--- src/rtl/booth_mul_pkg.sv ---
package booth_mul_pkg;

  typedef struct packed {
    logic neg;
    logic one;
    logic two;
  } booth_digit_t;

  // radix-4 digit from the bit triplet {y[2i+1], y[2i], y[2i-1]}
  function automatic booth_digit_t booth_recode(input logic [2:0] t);
    booth_digit_t d;
    d.one = t[1] ^ t[0];
    d.two = (t == 3'b011) || (t == 3'b100);
    d.neg = t[2] & ~(t[1] & t[0]);
    return d;
  endfunction

endpackage

--- src/rtl/booth_in_regs.sv ---
module booth_in_regs #(
  parameter int WIDTH = 16
) (
  input  logic             clk_i,
  input  logic             rst_ni,
  input  logic [WIDTH-1:0] x_i,
  input  logic [WIDTH-1:0] y_i,
  input  logic             x_signed_i,
  input  logic             y_signed_i,
  input  logic             x_load_i,
  input  logic             y_load_i,
  input  logic             round_i,
  input  logic             fmt_full_i,
  output logic [WIDTH-1:0] x_q_o,
  output logic [WIDTH-1:0] y_q_o,
  output logic             x_signed_q_o,
  output logic             y_signed_q_o,
  output logic             round_q_o,
  output logic             fmt_full_q_o
);

  logic any_load;
  assign any_load = x_load_i | y_load_i;

  always_ff @(posedge clk_i or negedge rst_ni) begin
    if (!rst_ni) begin
      x_q_o        <= '0;
      x_signed_q_o <= 1'b0;
    end else if (x_load_i) begin
      x_q_o        <= x_i;
      x_signed_q_o <= x_signed_i;
    end
  end

  always_ff @(posedge clk_i or negedge rst_ni) begin
    if (!rst_ni) begin
      y_q_o        <= '0;
      y_signed_q_o <= 1'b0;
    end else if (y_load_i) begin
      y_q_o        <= y_i;
      y_signed_q_o <= y_signed_i;
    end
  end

  // round position follows the same edge as the operands
  always_ff @(posedge clk_i or negedge rst_ni) begin
    if (!rst_ni) begin
      round_q_o    <= 1'b0;
      fmt_full_q_o <= 1'b0;
    end else if (any_load) begin
      round_q_o    <= round_i;
      fmt_full_q_o <= fmt_full_i;
    end
  end

  a_r4_x_hold: assert property (@(posedge clk_i) disable iff (!rst_ni)
    !x_load_i |=> ($stable(x_q_o) && $stable(x_signed_q_o)));

  a_r4_y_hold: assert property (@(posedge clk_i) disable iff (!rst_ni)
    !y_load_i |=> ($stable(y_q_o) && $stable(y_signed_q_o)));

  a_r5_round_hold: assert property (@(posedge clk_i) disable iff (!rst_ni)
    (!x_load_i && !y_load_i) |=> ($stable(round_q_o) && $stable(fmt_full_q_o)));

endmodule

--- src/rtl/booth_pp_gen.sv ---
module booth_pp_gen
  import booth_mul_pkg::*;
#(
  parameter int WIDTH  = 16,
  parameter int EXT_W  = WIDTH + 1,
  parameter int NUM_PP = (EXT_W + 1) / 2,
  parameter int PROD_W = 2 * WIDTH
) (
  input  logic                          clk_i,
  input  logic                          rst_ni,
  input  logic [EXT_W-1:0]              x_ext_i,
  input  logic [EXT_W-1:0]              y_ext_i,
  output logic [NUM_PP-1:0][PROD_W-1:0] rows_o
);

  localparam int PAD_W = 2 * NUM_PP + 1;
  localparam int PP_W  = EXT_W + 1;

  logic [PAD_W-1:0] y_pad;
  assign y_pad = {{(PAD_W-EXT_W-1){y_ext_i[EXT_W-1]}}, y_ext_i, 1'b0};

  for (genvar i = 0; i < NUM_PP; i++) begin : g_pp
    booth_digit_t    dig;
    logic [PP_W-1:0] mag;
    logic [PP_W-1:0] pp;

    assign dig = booth_recode(y_pad[2*i+2 -: 3]);

    always_comb begin
      if (dig.two)      mag = {x_ext_i, 1'b0};
      else if (dig.one) mag = {x_ext_i[EXT_W-1], x_ext_i};
      else              mag = '0;
      pp = dig.neg ? (~mag + 1'b1) : mag;
    end

    assign rows_o[i] = {{(PROD_W-PP_W){pp[PP_W-1]}}, pp} << (2 * i);

    a_r1_digit_onehot: assert property (@(posedge clk_i) disable iff (!rst_ni)
      $onehot0({dig.one, dig.two}));
  end

endmodule

--- src/rtl/booth_csa_sum.sv ---
module booth_csa_sum #(
  parameter int NUM_ROWS = 10,
  parameter int PROD_W   = 32
) (
  input  logic [NUM_ROWS-1:0][PROD_W-1:0] rows_i,
  output logic [PROD_W-1:0]               sum_o
);

  logic [PROD_W-1:0] s_vec;
  logic [PROD_W-1:0] c_vec;

  // 3:2 compressor chain, one row absorbed per stage
  always_comb begin
    logic [PROD_W-1:0] ns;
    logic [PROD_W-1:0] nc;
    s_vec = rows_i[0];
    c_vec = rows_i[1];
    for (int i = 2; i < NUM_ROWS; i++) begin
      ns    = s_vec ^ c_vec ^ rows_i[i];
      nc    = ((s_vec & c_vec) | (s_vec & rows_i[i]) | (c_vec & rows_i[i])) << 1;
      s_vec = ns;
      c_vec = nc;
    end
  end

  assign sum_o = s_vec + c_vec;

endmodule

--- src/rtl/booth_mul16.sv ---
module booth_mul16 #(
  parameter int WIDTH = 16
) (
  input  logic               clk_i,
  input  logic               rst_ni,
  input  logic [WIDTH-1:0]   x_i,
  input  logic [WIDTH-1:0]   y_i,
  input  logic               x_signed_i,
  input  logic               y_signed_i,
  input  logic               x_load_i,
  input  logic               y_load_i,
  input  logic               round_i,
  input  logic               fmt_full_i,
  output logic [2*WIDTH-1:0] prod_o
);

  localparam int EXT_W    = WIDTH + 1;
  localparam int NUM_PP   = (EXT_W + 1) / 2;
  localparam int PROD_W   = 2 * WIDTH;
  localparam int NUM_ROWS = NUM_PP + 1;
  localparam logic [PROD_W-1:0] RND_HI = PROD_W'(1) << (WIDTH - 1);
  localparam logic [PROD_W-1:0] RND_LO = PROD_W'(1) << (WIDTH - 2);

  logic [WIDTH-1:0] x_q, y_q;
  logic             x_sg_q, y_sg_q, rnd_q, fmt_q;

  booth_in_regs #(.WIDTH(WIDTH)) u_regs (
    .clk_i        (clk_i),
    .rst_ni       (rst_ni),
    .x_i          (x_i),
    .y_i          (y_i),
    .x_signed_i   (x_signed_i),
    .y_signed_i   (y_signed_i),
    .x_load_i     (x_load_i),
    .y_load_i     (y_load_i),
    .round_i      (round_i),
    .fmt_full_i   (fmt_full_i),
    .x_q_o        (x_q),
    .y_q_o        (y_q),
    .x_signed_q_o (x_sg_q),
    .y_signed_q_o (y_sg_q),
    .round_q_o    (rnd_q),
    .fmt_full_q_o (fmt_q)
  );

  // one extra bit: zero for unsigned, sign copy for two's complement
  logic [EXT_W-1:0] x_ext, y_ext;
  assign x_ext = {x_sg_q & x_q[WIDTH-1], x_q};
  assign y_ext = {y_sg_q & y_q[WIDTH-1], y_q};

  logic [NUM_PP-1:0][PROD_W-1:0]   pp_rows;
  logic [NUM_ROWS-1:0][PROD_W-1:0] all_rows;
  logic [PROD_W-1:0]               rnd_row;

  booth_pp_gen #(
    .WIDTH (WIDTH),
    .EXT_W (EXT_W),
    .NUM_PP(NUM_PP),
    .PROD_W(PROD_W)
  ) u_ppgen (
    .clk_i  (clk_i),
    .rst_ni (rst_ni),
    .x_ext_i(x_ext),
    .y_ext_i(y_ext),
    .rows_o (pp_rows)
  );

  assign rnd_row = rnd_q ? (fmt_q ? RND_HI : RND_LO) : '0;

  always_comb begin
    for (int i = 0; i < NUM_PP; i++) all_rows[i] = pp_rows[i];
    all_rows[NUM_PP] = rnd_row;
  end

  booth_csa_sum #(
    .NUM_ROWS(NUM_ROWS),
    .PROD_W  (PROD_W)
  ) u_sum (
    .rows_i(all_rows),
    .sum_o (prod_o)
  );

  a_r1_zero_x: assert property (@(posedge clk_i) disable iff (!rst_ni)
    (x_q == '0 && !rnd_q) |-> (prod_o == '0));

  a_r6_round_hi: assert property (@(posedge clk_i) disable iff (!rst_ni)
    (x_q == '0 && rnd_q && fmt_q) |-> (prod_o == RND_HI));

  a_r7_round_lo: assert property (@(posedge clk_i) disable iff (!rst_ni)
    (x_q == '0 && rnd_q && !fmt_q) |-> (prod_o == RND_LO));

endmodule

--- config.mk ---
export PLATFORM = sky130hd
export DESIGN_NAME = booth_mul16
export DESIGN_NICKNAME = d
export VERILOG_FILES = /design/src/rtl/booth_mul_pkg.sv /design/src/rtl/booth_in_regs.sv /design/src/rtl/booth_pp_gen.sv /design/src/rtl/booth_csa_sum.sv /design/src/rtl/booth_mul16.sv
export SDC_FILE = /design/constraint.sdc
export NUM_CORES = 1
export LEC_CHECK = 0
export BUFFER_PORTS_ARGS = -buffer_cell sky130_fd_sc_hd__buf_4
export CAP_MARGIN = 10
export CORE_AREA = 2 2 165 135
export CTS_BUF_LIST = sky130_fd_sc_hd__clkbuf_4 sky130_fd_sc_hd__clkbuf_8
export CTS_CLUSTER_SIZE = 14
export DETAILED_ROUTE_END_ITERATION = 10
export DIE_AREA = 0 0 167 137
export PLACE_DENSITY = 0.84
export SLEW_MARGIN = 5
export SYNTH_ARGS = -nofsm -noshare
export SYNTH_HDL_FRONTEND = slang
export SYNTH_SLANG_ARGS = --single-unit
--- constraint.sdc ---
create_clock -name clk_i -period 11.4 [get_ports clk_i]
set_clock_uncertainty 0.15 [all_clocks]
set_input_delay 1.71 -clock clk_i [delete_from_list [all_inputs] [get_ports clk_i]]
set_output_delay 1.71 -clock clk_i [all_outputs]
set_load 0.02 [all_outputs]
-- Word level (Yosys, flattened, before mapping)
Index checks and enable logic that the tools add are counted.
- flip-flop bits (word level): 36
- bits of input ports: 40
- output and inout port bits: 32
- logic and storage cells: 170
- add/subtract/negate cells: 10
- eq/ne operators: 17
- mux-type cells: 29
- bitwise logic cells: 100
- reductions and logical operators: 8
- operators with widths (cell ; number):
    bitwise AND 31 bit ; 22
    bitwise OR 31 bit ; 16
    bitwise XOR 32 bit ; 15
    two-way mux 18 bit ; 24
    adder 18 x 1 -> 18 bit (second input constant) ; 8
    NOT 18 bit ; 8
    two-way mux 16 bit ; 5
    bitwise AND 31 x 16 -> 31 bit ; 2
    adder 32 bit ; 1
    bitwise XOR 32 x 16 -> 32 bit ; 1
    equality test 3 x 2 -> 1 bit (second input constant) ; 8
    equality test 3 bit (second input constant) ; 8
    bitwise AND 1 bit ; 18
    adder 16 x 1 -> 16 bit (second input constant) ; 1
    NOT 16 bit ; 1
    logical OR 1 bit ; 8
    NOT 1 bit ; 8
    bitwise XOR 1 bit ; 8
    equality test 2 bit (second input constant) ; 1
    bitwise OR 1 bit ; 1

-- Logic depth before layout (Yosys ltp)
Gate-level depths: netlist of run 1.
- depth in word-level cells: 31
- gate-level depth with buffers: 35
- depth with buffers taken out: 32

-- Hierarchy
A second synthesis of run 1 with hierarchy kept.
- cell total of the unflattened synthesis: 2091
- area total of the unflattened synthesis: 17287.8 µm²
- by module, submodules not included (module ; instances ; cells an instance ; area an instance (µm²) ; sequential area each (µm²)):
    booth_pp_gen ; 1 ; 1347 ; 8438.1 ; 0.0
    booth_csa_sum ; 1 ; 662 ; 7369.6 ; 0.0
    booth_in_regs ; 1 ; 77 ; 1447.6 ; 900.9
    booth_mul16 ; 1 ; 5 ; 32.5 ; 0.0

-- Least setup slack after synthesis of run 1
OpenSTA, ideal clock, no wires.
- kind: register to output
- start point: reg u_regs.y_q_o[1]
- end point: out prod_o[31]
- arrival: 8.540 ns
- data required time: 9.540 ns
- slack: 1.000 ns
- cell stages (with the launch flop): 35
- buffers on the path: 4
- cell sequence: dfrtp_1 buf_2 clkbuf_1 clkinv_1 ha_1 mux2i_1 clkbuf_1 clkbuf_1 and2_1 nand2_1 ha_1 a31o_2 xor2_1 fa_1 inv_1 fa_1 fa_1 fa_1 inv_1 fa_1 inv_1 fa_1 inv_1 ha_1 inv_1 fa_1 inv_1 ha_1 o21ai_0 a21oi_1 a32o_1 nand3_1 nand3_1 a221oi_1 xnor2_1
- cells in the longest elaborated chain, start to end: 31
- elaborated cells on any way between the ends: 74
- those cells by class: add/sub: 3; eq/ne: 3; mux: 5; bitwise: 62; reduce/logical: 1
- ends and longest elaborated chain (element ; RTL line ; RTL):
    start, declared ; booth_in_regs.sv:15 ; output logic [WIDTH-1:0] y_q_o,
    start signal, assigned ; booth_in_regs.sv:40 ; y_q_o <= y_i;
    equality test 3 x 2 -> 1 bit, or another cell as far along ; booth_mul_pkg.sv:13 ; d.two = (t == 3'b011) || (t == 3'b100);
    logical OR 1 bit / two-way mux 18 bit (equally long branches) ; booth_mul_pkg.sv:13, booth_pp_gen.sv:31 ;
    two-way mux 18 bit ; booth_pp_gen.sv:30 ; if (dig.two) mag = {x_ext_i, 1'b0};
    NOT 18 bit ; booth_pp_gen.sv:33 ; pp = dig.neg ? (~mag + 1'b1) : mag;
    adder 18 x 1 -> 18 bit ; booth_pp_gen.sv:33 ;
    two-way mux 18 bit ; booth_pp_gen.sv:33 ;
    bitwise AND 31 bit ; booth_csa_sum.sv:20 ; nc = ((s_vec & c_vec) | (s_vec & rows_i[i]) | (c_vec & rows_i[i])) << 1;
    bitwise OR 31 bit (2 in series) ; booth_csa_sum.sv:20 ;
    [10 not listed] ; - ;
    bitwise OR 31 bit (2 in series) ; booth_csa_sum.sv:20 ;
    bitwise AND 31 bit ; booth_csa_sum.sv:20 ;
    bitwise OR 31 bit (2 in series) ; booth_csa_sum.sv:20 ;
    bitwise AND 31 bit ; booth_csa_sum.sv:20 ;
    bitwise OR 31 bit (2 in series) ; booth_csa_sum.sv:20 ;
    bitwise AND 31 bit ; booth_csa_sum.sv:20 ;
    bitwise OR 31 bit (2 in series) ; booth_csa_sum.sv:20 ;
    adder 32 bit (*) ; booth_csa_sum.sv:26 ; assign sum_o = s_vec + c_vec;
    end, declared ; booth_mul16.sv:14 ; output logic [2*WIDTH-1:0] prod_o
Every way passes the cells marked *; elsewhere a longest branch is shown, timed or not.

-- Worst setup path in the final report of run 1
- start point: reg u_regs.y_q_o[3]
- end point: out prod_o[31]
Same word-level chain as after synthesis.

==> out/metrics.yaml, run 1 <==
run_status:
  outcome: "complete, no violations"
sta:
  fin_crit_ps: 11050
  slew_violations: 0
  fin_setup_tns_ps: 0
  fmax_mhz: 90.5
  setup_viol: 0
  slew_headroom_pct: 36.0
  hold_viol_final: 0
  min_period_over_period_pct: 96.9
  tightestPinTransition_ps: 957
  rsz0062_at_grt: "no"
floorplan:
  die_width_um: 167
  ios: 72
  core_um2: 21200
  fp-row-count: 48
  initial_core_util_pct: 58.9
  die_h_um: 137
  die-area_um2: 22900
setup_path:
  path_class: "flip-flop to output pin"
  path_buf_inv: 7
  worstPathArrival_ps: 9190
  worstSetupEndpointType: "output pin"
  path_max_fanout: 15
  crit_required_ps: 9540
  cpMaxStageDelayCell: "fa_1"
  cp_top_family: "adder cells"
  cp-start-kind: "flip-flop"
  slowest_delay_ps: 570
  cpMostUsedCell: "fa_1"
cells_and_area:
  finish.instance_area_um2: 13400
  regArea_um2: 905
  final_common_cell: "nand2_1"
  nFillCells: 1837
  nets: 1885
  area_growth_pct: 7.17
  drive_gt1_share_pct: 12.2
  final_cell_mix: "nand2_1 (205), buf_4 (124), fa_1 (120)"
  diodes: 0
  multiInputGateArea_um2: 10700
placed_design:
  dpl-instance-area_um2: 13200
  port_buffers: 71
  gp_congestion: 1.03
  dpl.hpwl_um: 29800
cts:
  clk_pin_slew_ps: 80
  cts_tree: "yes"
  cts_buffers: 5
  htreeDepth: 2
  hold_buffers: 0
  insertion_delay_ps: 320
  cts.sinks: 36
  cts_root_buf: "clkbuf_8"
  clockBufferDepth: 2
synthesis:
  ys_seq_elements: 36
  ys_types: 80
  yosys_most_used_dff: "dfrtp_1"
  avgSynthCellArea_um2: 7.69
  syn_nets: 1884
  synth_cells: 1625
  ys_seq_area_share_pct: 7.21
  syn-cell-area_um2: 12500
  synth-edff-count: 0
  ys_async_sr_fraction_pct: 100
  ys_warn_count: 0
routing:
  drt-vias-per-instance: 6.55
  wl_per_cell_um: 19.9
  via_count: 12500
  routed_wl_um: 37800
  antenna_left: 0
  drtPass1Iterations: 7
  drc: 0
  drt_iter0_drc: 1968
global_routing:
  grt_max_degree: 40
  grt_pass1_vias: 11400
  grt_pass1_wl_um: 60400
  grt-ovfl-total: 0
  antenna_found_initial: 1
  grt_usage_pct: 32.8
worst_hold_path:
  hold_class: "flip-flop to flip-flop"
run:
  drv_cap: 0
[logic make-up after synthesis]
| group | after synthesis | synth area share, % |
|---|---|---|
| flip-flops | 36 | 7.21 |
| AND/OR/NAND/NOR | 501 | 18.8 |
| multiplexers | 51 | 4.40 |
| adder cells (fa/ha/maj) | 224 | 29.6 |
| buffers and inverters | 235 | 7.42 |
| XOR/XNOR | 155 | 10.9 |
| AO/OA/AOI/OAI | 423 | 21.7 |
[registers in the layout, summed over array words and instances, names as in the netlist]
| signal | count |
|---|---|
| u_regs.y_signed_q_o | 1 |
| u_regs.x_q_o | 16 |
| u_regs.x_signed_q_o | 1 |
| u_regs.round_q_o | 1 |
| u_regs.fmt_full_q_o | 1 |
| u_regs.y_q_o | 16 |
[path summary, 6_finish.rpt]
| check | startpoint | to | slack [ps] | depth (start not counted) |
|---|---|---|---|---|
| worst min-delay path | u_regs.y_signed_q_o | u_regs.y_signed_q_o | 410 | 1 |
| worst min register to register | u_regs.y_signed_q_o | u_regs.y_signed_q_o | 410 | 1 |
| max in group asynchronous | rst_ni | u_regs.x_q_o[1] | 9520 | 1 |
| min in group asynchronous | rst_ni | u_regs.y_q_o[13] | 1190 | 1 |
| worst max-delay path | u_regs.y_q_o[3] | prod_o[31] | 350 | 31 |
| worst max register to register | u_regs.x_q_o[10] | u_regs.x_q_o[10] | 9670 | 2 |
[synthesized netlist by cell type, drive strengths merged (6+ instances only)]
cell	instances	area (µm²)
xnor2	106	936
nor2	117	447
mux2i	23	234
nand2	206	781
a31oi	48	315
a21o	13	97.6
o21ai	119	596
mux2	28	315
nand3	38	190
clkbuf	93	349
o31ai	9	86.3
nor4	7	73.8
a21boi	10	75.1
nor2b	6	37.5
ha	99	1240
buf	37	184
a21oi	105	526
xor2	49	429
o22ai	21	145
or2	6	37.5
o211ai	10	75.1
and2	28	175
nand2b	18	113
inv	103	387
dfrtp	36	901
a22oi	11	82.6
a211oi	16	125
o21bai	6	45.0
fa	120	2400
nor3	30	173
and3	30	188
[metrics by stage]
stage | hold WS (ps) | setup WS [ps] | instances | util [%]
detailed placement | 411 | 826 | 1892 | 62.4
global route | 441 | 9.89 | 1902 | 63.1
finish | 408 | 354 | 1902 | 63.1
global placement | 386 | 971 | 1892 | 62.4
CTS | 434 | 388 | 1900 | 63.0
floorplan | 331 | 1000 | 1625 | -
[per-layer routing]
layer,vias to the layer above,share of wire (%),track usage (%)
met4,0,3.4,8.91
met3,114,15,9.75
li1,5587,-,-
met5,-,0,0
met1,5830,41,47.8
met2,921,41,46.9
[area by class of cell]
cell class	instances	share of cell area (%)
clock buffers	6	0.570
multi-input cells	1354	79.9
repair buffers	124	6.96
clock inverters	2	0.262
well taps	275	2.57
flip-flops and latches	36	6.76
inverters	105	2.94
[timing repair]
item | in CTS | in global routing
resized for setup | 0 | 5
buffers inserted | 0 | 2
setup endpoints to repair | 0 | 3
Power of run 1 is not shown: default switching activity piles up to over one toggle a cycle in this logic, so the estimate is an artifact.
==> run 2: changes to the inputs <==
PLACE_DENSITY = 0.86   (was 0.84)
==> run 2 against run 1 <==
  * Non-clock buffer count up 3
  * Highest routed layer unchanged
  * Fmax grew 1.1%
  * Worst setup slack better by 120 ps
  * Sequential cell count did not move
  * Die area did not move
  * Worst hold slack gained 24 ps
  * Via count rose by 0.91%
==> out/metrics.yaml, run 2 (synthesis results as in run 1) <==
run_status:
  outcome: "complete, no violations"
setup_path:
  slowest_delay_ps: 560
  path_max_fanout: 17
  cpMostUsedCell: "fa_1"
  worstPathArrival_ps: 9070
  cp-start-kind: "flip-flop"
  worstSetupEndpointType: "output pin"
  cpMaxStageDelayCell: "fa_1"
  crit_required_ps: 9540
  worst_r2r_endpoint: "u_regs.x_q_o[10]"
  r2r-start: "u_regs.x_q_o[10]"
  r2r_cells: 2
  path_class: "flip-flop to output pin"
  r2r_slack_ps: 9680
global_routing:
  grt_max_degree: 39
  grt_usage_pct: 34.7
  antenna_found_initial: 0
  grt_pass1_vias: 11600
  grt-ovfl-total: 0
  grt_pass1_wl_um: 63300
cells_and_area:
  nFillCells: 1841
  stdcell_count: 1904
  nets: 1888
  final_cell_mix: "nand2_1 (205), buf_4 (127), fa_1 (120)"
  drive_gt1_share_pct: 12.4
  diodes: 0
  area_growth_pct: 7.13
  top_regs: "u_regs.x_q_o x16, u_regs.y_q_o x16"
  finish.instance_area_um2: 13400
  final_common_cell: "nand2_1"
sta:
  rsz0062_at_grt: "no"
  fin_crit_ps: 10930
  setup_viol: 0
  slew_headroom_pct: 32.4
  fin_setup_tns_ps: 0
  slew_violations: 0
  holdWs_ps: 432
  min_period_over_period_pct: 95.8
  fmax_mhz: 91.5
  hold_viol_final: 0
  tightestPinTransition_ps: 1000
floorplan:
  core_um2: 21200
  ios: 72
  die-area_um2: 22900
  fp-row-count: 48
  die_width_um: 167
  initial_core_util_pct: 58.9
  die_h_um: 137
cts:
  insertion_delay_ps: 310
  clk_pin_slew_ps: 90
  cts_tree: "yes"
  cts_root_buf: "clkbuf_8"
  clockBufferDepth: 2
  hold_buffers: 0
  cts_buffers: 5
  htreeDepth: 2
  cts.sinks: 36
placed_design:
  dpl.hpwl_um: 31300
  gp_congestion: 1.03
  dp_cells: 1896
  dpl-instance-area_um2: 13300
  port_buffers: 71
run:
  drv_cap: 0
worst_hold_path:
  hold_start: "u_regs.y_q_o[6]"
  hold_class: "flip-flop to flip-flop"
  hold_path_end: "u_regs.y_q_o[6]"
  whs_path_depth: 2
routing:
  drt-vias-per-instance: 6.60
  wl_per_cell_um: 20.9
  drtPass1Iterations: 6
  antenna_left: 0
  drc: 0
  drt_iter0_drc: 1822
  via_count: 12600
  routed_wl_um: 39800
-- run 2: area by class of cell --
class                      count  area, µm²  share of cell area [%]
clock inverter                 1       5.00                  0.0374
sequential                    36        903                    6.75
inverter                     105        394                    2.95
multi-input combinational   1354      10700                    80.0
clock buffer                   6       76.3                   0.570
tap                          275        344                    2.57
timing repair buffer         127        953                    7.13
-- run 2: per-layer routing --
layer / vias to the layer above / global-route usage (%) / wire [µm] / part of all wire [%]
met2: 953 / 51.9 / 17100 / 43
met3: 94 / 8.16 / 5300 / 13
met5: - / 0 / 0 / 0
li1: 5586 / - / - / -
met1: 5932 / 50.6 / 16400 / 41
met4: 0 / 8.09 / 969 / 2.4
-- run 2: worst max path at each step --
| stage | from | endpoint | slack, ps |
|---|---|---|---|
| final | u_regs.y_q_o[3] | prod_o[28] | 470 |
| after global routing | u_regs.y_q_o[1] | prod_o[31] | 40 |
| after CTS | u_regs.y_q_o[3] | prod_o[31] | 310 |
| after detailed placement | u_regs.y_q_o[3] | prod_o[31] | 680 |
| after global placement | u_regs.y_q_o[3] | prod_o[28] | 780 |
| after floorplan | u_regs.y_q_o[1] | prod_o[31] | 1000 |
-- run 2: worst max-delay path: cells and delay by family (launching register included) --
family	cells	cell delay, ps
XOR/XNOR	2	320
buffers and inverters	7	740
AO/OA/AOI/OAI	6	1530
AND/OR/NAND/NOR	4	670
adder cells (fa/ha/maj)	11	4890
multiplexers	1	170
flip-flops	1	430
-- run 2: what timing repair did --
item | CTS | global route
gates resized for setup | 0 | 7
setup buffers | 0 | 1
setup endpoints to repair | 0 | 5
-- run 2: through the flow --
stage / utilization, % / setup slack [ps]
3_3_place_gp: 62.6 / 782
6_report: 63.1 / 473
4_1_cts: 63.0 / 305
5_1_grt: 63.1 / 42.6
2_1_floorplan: - / 1000
3_5_place_dp: 62.6 / 679
Power of run 2 is left out for the same reason.
==> run 3: changes to the inputs <==
--- a/config.mk
+++ b/config.mk
@@ -7,5 +7,5 @@
 export LEC_CHECK = 0
-export BUFFER_PORTS_ARGS = -buffer_cell sky130_fd_sc_hd__buf_4
+export BUFFER_PORTS_ARGS = -buffer_cell sky130_fd_sc_hd__buf_2
 export CAP_MARGIN = 10
-export CORE_AREA = 2 2 165 135
+export CORE_AREA = 2 2 206 168
 export CTS_BUF_LIST = sky130_fd_sc_hd__clkbuf_4 sky130_fd_sc_hd__clkbuf_8
@@ -13,4 +13,4 @@
 export DETAILED_ROUTE_END_ITERATION = 10
-export DIE_AREA = 0 0 167 137
-export PLACE_DENSITY = 0.86
+export DIE_AREA = 0 0 208 170
+export PLACE_DENSITY = 0.63
 export SLEW_MARGIN = 5
==> constraint.sdc (replaced) <==
create_clock -name clk_i -period 11.4 [get_ports clk_i]
set_clock_uncertainty 0.15 [all_clocks]
set_input_delay 2.28 -clock clk_i [delete_from_list [all_inputs] [get_ports clk_i]]
set_output_delay 2.28 -clock clk_i [all_outputs]
set_load 0.02 [all_outputs]
==> run 3 against run 2 <==
  * Worst hold slack got worse by 57 ps
  * Sequential cell count unchanged
  * Clock-buffer cell count down 1
  * Core utilization fell by 22 points
  * Cell count is 9.8% higher
  * Register-to-register slack worse by 30 ps
  * Global-route usage decreased by 12 points
  * Die area up 55%
  * Fmax decreased by 1.3%
  * Worst setup slack worse by 150 ps
  * First-iteration DRC count down 37%
  * Highest routed layer unchanged
==> out/metrics.yaml, run 3 (synthesis results as in run 1) <==
setup_path:
  cpMostUsedCell: "fa_1"
  slowest_delay_ps: 650
  worstPathArrival_ps: 8640
  crit_required_ps: 8970
  r2r_cells: 4
  cpMaxStageDelayCell: "fa_1"
  path_max_fanout: 7
  r2r_slack_ps: 9650
  cp-start-kind: "flip-flop"
  path_class: "flip-flop to output pin"
  worst_r2r_endpoint: "u_regs.x_q_o[7]"
  worstSetupEndpointType: "output pin"
  r2r-start: "u_regs.x_q_o[7]"
floorplan:
  initial_core_util_pct: 37.6
  core_um2: 33200
  ios: 72
  fp-row-count: 60
  die-area_um2: 35400
  die_width_um: 208
  die_h_um: 170
cts:
  hold_buffers: 0
  cts_buffers: 5
  htreeDepth: 2
  clockBufferDepth: 2
  cts.sinks: 36
  clk_pin_slew_ps: 80
  cts_tree: "yes"
  insertion_delay_ps: 290
  cts_root_buf: "clkbuf_8"
run_status:
  outcome: "complete, no violations"
global_routing:
  grt_usage_pct: 22.9
  grt_pass1_vias: 11500
  grt_max_degree: 37
  antenna_found_initial: 0
  grt-ovfl-total: 0
  grt_pass1_wl_um: 65100
placed_design:
  gp_congestion: 0.958
  dpl.hpwl_um: 33600
  port_buffers: 71
  dp_cells: 2076
worst_hold_path:
  hold_path_end: "u_regs.y_signed_q_o"
  hold_start: "u_regs.y_signed_q_o"
  whs_path_depth: 1
  hold_class: "flip-flop to flip-flop"
sta:
  min_period_over_period_pct: 97.1
  setup_viol: 0
  fmax_mhz: 90.3
  slew_violations: 0
  fin_crit_ps: 11070
  tightestPinTransition_ps: 1000
  slew_headroom_pct: 31.9
  hold_viol_final: 0
routing:
  antenna_left: 0
  drtPass1Iterations: 8
  routed_wl_um: 41600
  drc: 0
  drt_iter0_drc: 1146
  drt-vias-per-instance: 5.77
  via_count: 12100
  wl_per_cell_um: 19.9
run:
  drv_cap: 0
cells_and_area:
  stdcell_count: 2091
  diodes: 0
  final_cell_mix: "nand2_1 (205), fa_1 (120), nor2_1 (115)"
  drive_gt1_share_pct: 14.4
  nets: 1915
  final_common_cell: "nand2_1"
  area_growth_pct: 9.63
  top_regs: "u_regs.x_q_o x16, u_regs.y_q_o x16"
==> run 3: changes by cell type in the layout (fill, tap and decap cells not counted), sizes merged <==
cell / previous run / this run
buf: 127 / 154
clkbuf: 6 / 5
clkinv: 3 / 5
==> run 3: how the worst max path moves through the flow <==
stage | slack, ps | start | end
6_report | 330 | u_regs.y_q_o[5] | prod_o[31]
5_1_grt | -9 | u_regs.x_q_o[2] | prod_o[31]
4_1_cts | 9 | u_regs.y_q_o[0] | prod_o[31]
3_5_place_dp | 270 | u_regs.y_q_o[3] | prod_o[31]
3_3_place_gp | 440 | u_regs.y_q_o[3] | prod_o[28]
2_1_floorplan | 430 | u_regs.y_q_o[1] | prod_o[31]
==> run 3: final cells by class <==
type | instances | area (µm²)
timing repair buffer | 154 | 978
multi-input combinational | 1354 | 10800
inverter | 105 | 394
fill | 3452 | 19500
tap | 434 | 543
sequential | 36 | 903
clock inverter | 3 | 18.8
clock buffer | 5 | 68.8
==> run 3: per-stage QoR <==
stage	hold WS (ps)	cell area, µm²	setup TNS (ps)	utilization (%)	setup WS [ps]
2_1_floorplan	331	12500	0	-	430
3_3_place_gp	351	13400	0	40.5	439
3_5_place_dp	368	13400	0	40.5	267
4_1_cts	386	13500	0	40.8	9.23
5_1_grt	409	13700	-8.60	41.3	-8.60
6_report	375	13700	0	41.3	327
==> run 3: timing repair <==
item                                    4_1_cts  5_1_grt
cloned                                        0        0
setup buffers                                 0        7
resized for setup                             1       25
endpoints found under the setup margin        2       12
==> run 3: layer usage <==
metal  up-vias  routed length [µm]  GRT usage [%]
li1       5650                   -              -
met1      5854               18400           32.4
met2       508               19700           38.5
met3        48                3020           2.36
met4         0                 532           3.70
met5         -                   0              0
==> run 3: critical path, delay by kind of cell, from the launching register on <==
family	cells	cell delay, ps
adders and majority gates	9	4070
and+or+nand+nor	3	570
muxes	2	680
buffers and inverters	4	590
AOI/OAI and AO/OA	7	1770
xor gates and xnor gates	1	140
DFF	1	500
Power of run 3 is left out for the same reason.
